$ cat config.mk
export PLATFORM = sky130hd
export DESIGN_NAME = ls_replay_ctrl
export DESIGN_NICKNAME = d
export VERILOG_FILES = /design/src/rtl/ls_replay_pkg.sv /design/src/rtl/ls_replay_ctl.sv /design/src/rtl/ls_replay_dp.sv /design/src/rtl/ls_replay_ctrl.sv
export SDC_FILE = /design/constraint.sdc
export NUM_CORES = 1
export LEC_CHECK = 0
export ABC_AREA = 0
export BUFFER_PORTS_ARGS = -buffer_cell sky130_fd_sc_hd__buf_2
export CAP_MARGIN = 5
export CORE_AREA = 2 2 241 243
export CTS_CLUSTER_SIZE = 28
export DETAILED_ROUTE_END_ITERATION = 10
export DIE_AREA = 0 0 243 245
export PLACE_DENSITY = 0.63
export SLEW_MARGIN = 20
export SYNTH_ARGS = -nofsm -noshare
export SYNTH_HDL_FRONTEND = slang
export SYNTH_SLANG_ARGS = --single-unit
$ cat constraint.sdc
create_clock -name clk -period 8.3 [get_ports clk]
set_input_delay 0.415 -clock clk [delete_from_list [all_inputs] [get_ports clk]]
set_output_delay 0.415 -clock clk [all_outputs]
set_load 0.01 [all_outputs]
$ cat src/rtl/ls_replay_pkg.sv
package ls_replay_pkg;

  typedef enum logic [2:0] {
    ST_IDLE,
    ST_DC_ISSUE,
    ST_DC_WAIT,
    ST_MMU_LOOKUP,
    ST_MMU_WAIT
  } lsState_e;

  typedef struct packed {
    logic capture;
    logic faultParadox;
    logic faultMmu;
    logic faultReplay;
  } dpStrobe_t;

  typedef enum logic [1:0] {
    SPR_FADDR = 2'd0,
    SPR_FSTAT = 2'd1,
    SPR_PROC  = 2'd2,
    SPR_PTAB  = 2'd3
  } sprSel_e;

endpackage

$ cat src/rtl/ls_replay_ctl.sv
module ls_replay_ctl
  import ls_replay_pkg::*;
(
  input  logic       clk,
  input  logic       rstN,
  input  logic       coreValid,
  output logic       coreReady,
  output logic       coreDone,
  output logic       coreExc,
  output logic       dcValid,
  input  logic       dcStall,
  input  logic       dcDone,
  input  logic       dcError,
  input  logic       dcParadox,
  output logic       mmuValid,
  input  logic       mmuStall,
  input  logic       mmuDone,
  input  logic       mmuFault,
  output logic       stage1En,
  output dpStrobe_t  strobe
);

  lsState_e state, stateNext;
  logic doneNext, excNext, stage1Next;

  always_comb begin
    stateNext  = state;
    strobe     = '0;
    doneNext   = 1'b0;
    excNext    = 1'b0;
    stage1Next = stage1En;
    unique case (state)
      ST_IDLE: begin
        if (coreValid) begin
          strobe.capture = 1'b1;
          stage1Next     = 1'b1;
          stateNext      = ST_DC_ISSUE;
        end
      end
      ST_DC_ISSUE: begin
        if (!dcStall) stateNext = ST_DC_WAIT;
      end
      ST_DC_WAIT: begin
        if (dcError) begin
          if (dcParadox) begin
            strobe.faultParadox = 1'b1;
            excNext             = 1'b1;
            stateNext           = ST_IDLE;
          end else if (stage1En) begin
            stage1Next = 1'b0;
            stateNext  = ST_MMU_LOOKUP;
          end else begin
            strobe.faultReplay = 1'b1;
            excNext            = 1'b1;
            stateNext          = ST_IDLE;
          end
        end else if (dcDone) begin
          doneNext  = 1'b1;
          stateNext = ST_IDLE;
        end
      end
      ST_MMU_LOOKUP: begin
        if (!mmuStall) stateNext = ST_MMU_WAIT;
      end
      ST_MMU_WAIT: begin
        if (mmuDone) begin
          if (mmuFault) begin
            strobe.faultMmu = 1'b1;
            excNext         = 1'b1;
            stateNext       = ST_IDLE;
          end else begin
            stateNext = ST_DC_ISSUE;
          end
        end
      end
      default: stateNext = ST_IDLE;
    endcase
  end

  always_ff @(posedge clk) begin
    if (!rstN) begin
      state    <= ST_IDLE;
      stage1En <= 1'b0;
      coreDone <= 1'b0;
      coreExc  <= 1'b0;
    end else begin
      state    <= stateNext;
      stage1En <= stage1Next;
      coreDone <= doneNext;
      coreExc  <= excNext;
    end
  end

  assign coreReady = (state == ST_IDLE);
  assign dcValid   = (state == ST_DC_ISSUE);
  assign mmuValid  = (state == ST_MMU_LOOKUP);


  one_result_chk: assert property (@(posedge clk) disable iff (!rstN)
    !(coreDone && coreExc));


  dc_hold_chk: assert property (@(posedge clk) disable iff (!rstN)
    dcValid && dcStall |=> dcValid);


  mmu_hold_chk: assert property (@(posedge clk) disable iff (!rstN)
    mmuValid && mmuStall |=> mmuValid);


  lookup_after_first_chk: assert property (@(posedge clk) disable iff (!rstN)
    mmuValid |-> !stage1En);


  paradox_exc_chk: assert property (@(posedge clk) disable iff (!rstN)
    (state == ST_DC_WAIT) && dcError && dcParadox |=> coreExc && !mmuValid);


  no_second_lookup_chk: assert property (@(posedge clk) disable iff (!rstN)
    (state == ST_DC_WAIT) && dcError && !stage1En |=> coreExc && !mmuValid);


  done_pulse_chk: assert property (@(posedge clk) disable iff (!rstN)
    coreDone |=> !coreDone);

endmodule

$ cat src/rtl/ls_replay_dp.sv
module ls_replay_dp
  import ls_replay_pkg::*;
#(
  parameter int AW  = 48,
  parameter int DW  = 64,
  parameter int SZW = 2,
  parameter int SW  = 64
) (
  input  logic           clk,
  input  logic           rstN,
  input  dpStrobe_t      strobe,
  input  logic           coreIsLoad,
  input  logic [AW-1:0]  coreAddr,
  input  logic [DW-1:0]  coreData,
  input  logic [SZW-1:0] coreSize,
  input  logic [SW-1:0]  mmuFaultBits,
  input  logic           sprWe,
  input  logic [1:0]     sprSel,
  input  logic [SW-1:0]  sprWdata,
  output logic           reqIsLoad,
  output logic [AW-1:0]  reqAddr,
  output logic [DW-1:0]  reqData,
  output logic [SZW-1:0] reqSize,
  output logic [SW-1:0]  sprRdata,
  output logic [SW-1:0]  procId,
  output logic [SW-1:0]  tableBase
);

  localparam int STORE_BIT   = SW - 1 - 38;
  localparam int PARADOX_BIT = SW - 1 - 35;
  localparam int REPLAY_BIT  = SW - 1 - 36;
  localparam int PAD_W       = SW - AW;

  logic [SW-1:0] faultAddr, faultStat;
  logic [SW-1:0] plainReg [2];
  logic          anyFault;
  logic [SW-1:0] faultStatNext;

  always_ff @(posedge clk) begin
    if (!rstN) begin
      reqIsLoad <= 1'b0;
      reqAddr   <= '0;
      reqData   <= '0;
      reqSize   <= '0;
    end else if (strobe.capture) begin
      reqIsLoad <= coreIsLoad;
      reqAddr   <= coreAddr;
      reqData   <= coreData;
      reqSize   <= coreSize;
    end
  end

  assign anyFault = strobe.faultParadox | strobe.faultMmu | strobe.faultReplay;

  always_comb begin
    faultStatNext = '0;
    if (strobe.faultMmu) begin
      faultStatNext = mmuFaultBits;
    end else if (strobe.faultParadox) begin
      faultStatNext[STORE_BIT]   = !reqIsLoad;
      faultStatNext[PARADOX_BIT] = 1'b1;
    end else if (strobe.faultReplay) begin
      faultStatNext[STORE_BIT]  = !reqIsLoad;
      faultStatNext[REPLAY_BIT] = 1'b1;
    end
  end

  always_ff @(posedge clk) begin
    if (!rstN) begin
      faultAddr <= '0;
      faultStat <= '0;
    end else if (anyFault) begin
      faultAddr <= {{PAD_W{1'b0}}, reqAddr};
      faultStat <= faultStatNext;
    end else if (sprWe) begin
      if (sprSel_e'(sprSel) == SPR_FADDR) faultAddr <= sprWdata;
      if (sprSel_e'(sprSel) == SPR_FSTAT) faultStat <= sprWdata;
    end
  end

  for (genvar g = 0; g < 2; g++) begin : g_plain
    always_ff @(posedge clk) begin
      if (!rstN) begin
        plainReg[g] <= '0;
      end else if (sprWe && (sprSel == 2'(g + 2))) begin
        plainReg[g] <= sprWdata;
      end
    end
  end

  assign procId    = plainReg[0];
  assign tableBase = plainReg[1];

  always_comb begin
    unique case (sprSel_e'(sprSel))
      SPR_FADDR: sprRdata = faultAddr;
      SPR_FSTAT: sprRdata = faultStat;
      SPR_PROC:  sprRdata = plainReg[0];
      default:   sprRdata = plainReg[1];
    endcase
  end


  snapshot_hold_chk: assert property (@(posedge clk) disable iff (!rstN)
    !strobe.capture |=> $stable(reqAddr) && $stable(reqData)
                        && $stable(reqSize) && $stable(reqIsLoad));


  paradox_stat_chk: assert property (@(posedge clk) disable iff (!rstN)
    strobe.faultParadox |=> faultStat[PARADOX_BIT] && !faultStat[REPLAY_BIT]);


  one_fault_chk: assert property (@(posedge clk) disable iff (!rstN)
    $countones({strobe.faultParadox, strobe.faultMmu, strobe.faultReplay, strobe.capture}) <= 1);

endmodule

$ cat src/rtl/ls_replay_ctrl.sv
module ls_replay_ctrl
  import ls_replay_pkg::*;
#(
  parameter int AW  = 48,
  parameter int DW  = 64,
  parameter int SZW = 2,
  parameter int SW  = 64
) (
  input  logic           clk,
  input  logic           rstN,
  input  logic           coreValid,
  input  logic           coreIsLoad,
  input  logic [AW-1:0]  coreAddr,
  input  logic [DW-1:0]  coreData,
  input  logic [SZW-1:0] coreSize,
  output logic           coreReady,
  output logic           coreDone,
  output logic           coreExc,
  input  logic           sprWe,
  input  logic [1:0]     sprSel,
  input  logic [SW-1:0]  sprWdata,
  output logic [SW-1:0]  sprRdata,
  output logic           dcValid,
  output logic           dcIsLoad,
  output logic [AW-1:0]  dcAddr,
  output logic [DW-1:0]  dcData,
  output logic [SZW-1:0] dcSize,
  input  logic           dcStall,
  input  logic           dcDone,
  input  logic           dcError,
  input  logic           dcParadox,
  output logic           mmuValid,
  output logic           mmuIsLoad,
  output logic [AW-1:0]  mmuAddr,
  output logic [SW-1:0]  mmuProcId,
  output logic [SW-1:0]  mmuTableBase,
  input  logic           mmuStall,
  input  logic           mmuDone,
  input  logic           mmuFault,
  input  logic [SW-1:0]  mmuFaultBits,
  output logic           firstTry
);

  dpStrobe_t      strobe;
  logic           reqIsLoad;
  logic [AW-1:0]  reqAddr;

  ls_replay_ctl i_ctl (
    .clk       (clk),
    .rstN      (rstN),
    .coreValid (coreValid),
    .coreReady (coreReady),
    .coreDone  (coreDone),
    .coreExc   (coreExc),
    .dcValid   (dcValid),
    .dcStall   (dcStall),
    .dcDone    (dcDone),
    .dcError   (dcError),
    .dcParadox (dcParadox),
    .mmuValid  (mmuValid),
    .mmuStall  (mmuStall),
    .mmuDone   (mmuDone),
    .mmuFault  (mmuFault),
    .stage1En  (firstTry),
    .strobe    (strobe)
  );

  ls_replay_dp #(.AW(AW), .DW(DW), .SZW(SZW), .SW(SW)) i_dp (
    .clk          (clk),
    .rstN         (rstN),
    .strobe       (strobe),
    .coreIsLoad   (coreIsLoad),
    .coreAddr     (coreAddr),
    .coreData     (coreData),
    .coreSize     (coreSize),
    .mmuFaultBits (mmuFaultBits),
    .sprWe        (sprWe),
    .sprSel       (sprSel),
    .sprWdata     (sprWdata),
    .reqIsLoad    (reqIsLoad),
    .reqAddr      (reqAddr),
    .reqData      (dcData),
    .reqSize      (dcSize),
    .sprRdata     (sprRdata),
    .procId       (mmuProcId),
    .tableBase    (mmuTableBase)
  );

  assign dcIsLoad  = reqIsLoad;
  assign dcAddr    = reqAddr;
  assign mmuIsLoad = reqIsLoad;
  assign mmuAddr   = reqAddr;


  dc_fields_hold_chk: assert property (@(posedge clk) disable iff (!rstN)
    dcValid && dcStall |=> $stable(dcAddr) && $stable(dcData) && $stable(dcIsLoad));


  cache_first_chk: assert property (@(posedge clk) disable iff (!rstN)
    coreReady && coreValid |=> dcValid && !mmuValid);

endmodule

==> impl_results.md <==
- Status: finished, final reports clean
- Layout cells sized above 1: 35.7%
- Worst r2r src: i_ctl.state[1]
- PortBufs: 617
- Iteration-0 DRC Markers: 1180
- Yosys Warn Count: 0
- I/O pin cnt: 618
- GRT Resource Usage Total: 20.3%
- Fin cells: 2958
- Worst skew pair latency: 560 ps
- Clk sinks: 377
- Area contributors post-synth: dfxtp_1, edfxtp_1, mux4_2
- Worst Hold Endpoint: i_dp.reqAddr[0]
- Die Wd: 243 µm
- Tightest Hold Check Type: input port to register
- Syn Inst Count: 1660
- Crit path DAT: 2620 ps
- Tot Pwr: 5.84 mW
- Clock share of power: 31.5%
- Die area: 59500 µm²
- Async SR Flop Fraction: 0%
- Top cell type's share of synthesized area: 30.1%
- Fmax: 329 MHz
- FF-to-FF End: i_dp.faultAddr[5]
- Cells after DPL: 2872
- Routability congestion estimate from global placement: 0.900
- Synthesized area: 16600 µm²
- Final setup TNS: 0 ps
- Ys flop type: dfxtp_1
- Die height: 245 µm
- Slew HR: 22.7%
- First-pass GRT wire length: 92100 µm
- Vias in the first global route: 14500
- Pins Over Slew Limit: 0
- Grt total ovfl: 0
- DRC: 0
- Setup violators final: 0
- H-tree depth: 2
- Post-synth cell types: 43
- Mapped Nets: 1916
- Largest net degree at the start of global routing: 117
- RSZ-0062 raised after global routing: no
- Dpl hpwl: 43300 µm
- Row Count: 88
- First-pass iteration count of the detailed router: 5
- Worst VDD drop: 360 µV
- Routed vias/inst: 5.04
- Worst R2R Setup Slack: 5490 ps
- Avg Cell Area, Syn: 9.97 µm²
- CTS Buf Count: 43
- Critical Path Fanout Max: 44
- Power share of the combinational group: 26.6%
- Antenna violations before repair: 7
- Max-Cap Viols: 0
- Switching part of the total: 33.6%
- Min Clock Period, post-route: 3040 ps
- Cell taking the most area after synthesis: dfxtp_1
- EDFF count, synth: 128
- Pleak: 8.92 nW
- WP data required: 7890 ps
- Longest Clk Path Bufs: 3
- CTS clock-pin slew for the worst setup and hold paths: 60 ps
- Core region area: 57000 µm²
- Internal power: 3.88 mW
- Startpoint Class: input port
- Sequential Power Share: 41.9%
- R2R depth: 6
- Post-CTS Resized: 0
- Fin. Hold Viols: 0
- P&R area growth vs syn: 28.3%
- TritonCTS clock tree: yes
- Initial Util: 29.0%
- Period utilisation layout: 36.6%
- Kind of critical path: input port to output pin
- Worst hold start: coreAddr[0]
- Sw power: 1.96 mW
- Vias post-DR: 14900
- Clock skew: 13.5 ps
- Hold-fix buffers, CTS: 0
- Crit end category: output pin
- Postcts setup bufs: 0
- Flops & latches, synth: 377
- Worst Tran Pin Value: 1160 ps
- Hold Path Stages: 3
- Clock root buffer: clkbuf_16
- Power density cells: 275 nW/µm²
- Wirelength, routed: 63100 µm
- Final ANT Viol Nets: 0
- Nets: 2408
- Seq/Total Area, Yosys: 53.3%
- Detailed-route wire length per cell: 21.3 µm
[registers in the layout (all words and copies together) (netlist names)]
signal,flops
i_dp.reqData,64
i_dp.faultAddr,64
i_dp.reqSize,2
i_ctl.state,3
i_ctl.coreDone,1
i_ctl.coreExc,1
i_dp.plainReg,128
i_dp.reqAddr,48
i_dp.reqIsLoad,1
i_ctl.stage1En,1
i_dp.faultStat,64
[per-layer routing]
metal	routed length [µm]	track usage, %	share of wire [%]	vias up
met5	13	0	0.021	-
met4	1990	7.43	3.1	2
met3	4900	3.70	7.8	116
met2	30100	33.1	48	787
met1	26200	26.9	41	7208
li1	-	-	-	6801
[area by class of cell]
type	instances	area (µm²)
Antenna cell	7	17.5
Clock buffer	67	1290
Clock inverter	12	68.8
Fill cell	5790	35800
Inverter	64	245
Multi-Input combinational cell	1030	6590
Sequential cell	377	8830
Tap cell	765	957
Timing Repair Buffer	636	3240
[worst max path at each step]
stage	endpoint	slack, ps	startpoint	cells past startpoint
floorplan	i_dp.plainReg[0][0]	2200	sprSel[0]	4
global placement	i_dp.plainReg[1][42]	4680	sprSel[0]	6
detailed placement	i_dp.plainReg[1][46]	4600	sprSel[0]	6
CTS	sprRdata[28]	5170	sprSel[0]	4
global route	i_dp.plainReg[1][47]	4980	sprSel[0]	6
finish	sprRdata[28]	5260	sprSel[0]	4
[power by group through the flow]
stage                     Sequential, mW  Clock, mW  Combinational, mW
after global routing                2.48       1.96               1.69
after detailed placement            2.48          0               1.56
final                               2.45       1.84               1.55
after floorplan                     2.48          0              0.953
after CTS                           2.45       1.89               1.56
after global placement              2.47          0               1.53
[through the flow]
step | hold slack, ps | setup slack (ps) | area [µm²] | util (%)
floorplan | 433 | 2200 | 16600 | -
global placement | 440 | 4680 | 19900 | 34.8
detailed placement | 447 | 4600 | 19900 | 34.8
CTS | 51.2 | 5170 | 21200 | 37.2
global route | 75.6 | 4980 | 21200 | 37.2
finish | 91.1 | 5260 | 21200 | 37.2
[kinds of logic (layout without fill, tap and decap cells)]
| logic type | count (synthesis) | in the layout | share of synthesized area, % |
|---|---|---|---|
| buffers and inverters | 253 | 779 | 7.29 |
| AND/OR/NAND/NOR | 581 | 581 | 16.0 |
| other | 0 | 7 | 0 |
| multiplexers | 67 | 67 | 8.91 |
| AO/OA/AOI/OAI | 382 | 382 | 14.4 |
| flip-flops | 377 | 377 | 53.3 |
[cells in the mapped netlist (2+ instances only)]
master	count
nand2_1	370
dfxtp_1	249
a21oi_1	134
and2_1	130
edfxtp_1	128
o21ai_0	125
clkbuf_1	91
mux4_2	64
inv_1	63
a221oi_1	61
nor3_1	54
buf_4	52
a311oi_1	49
buf_2	43
nor2_1	8
mux2_2	3
nand3_1	3
a31oi_1	2
and3_1	2
buf_1	2
nand4bb_1	2
nor2b_1	2
o21a_1	2
o22ai_1	2
[placed cells by master, fill, tap and decap left out, types with 2 or more instances in the layout]
master      Yosys  final
and2_1        130    129
clkinv_2        0      3
a21oi_1       134    134
a221oi_1       61     61
and3_1          2      2
mux4_2         64     64
clkinvlp_4      0      2
nand4bb_1       2      2
nand2_4         0      2
a311oi_1       49     49
clkbuf_8        0      8
diode_2         0      7
o21a_1          2      2
a31oi_1         2      2
edfxtp_1      128    128
clkinv_1        0      4
nand2_2         0      2
nand2_1       370    365
buf_2          43    615
nor2_4          0      2
inv_6           0      2
clkbuf_16       0     45
o21ai_0       125    124
nand3_1         3      3
nor2b_1         2      2
buf_4          52     20
mux2_2          3      3
o22ai_1         2      2
inv_1          63     63
nor3_1         54     53
nor2_1          8      6
clkbuf_1       91     14
dfxtp_1       249    249
[critical path: stages]
cell    delay [ps]
buf_4          440
buf_4          880
mux4_2         640
buf_2          180
No activity file was read; power rests on OpenSTA's default activity.
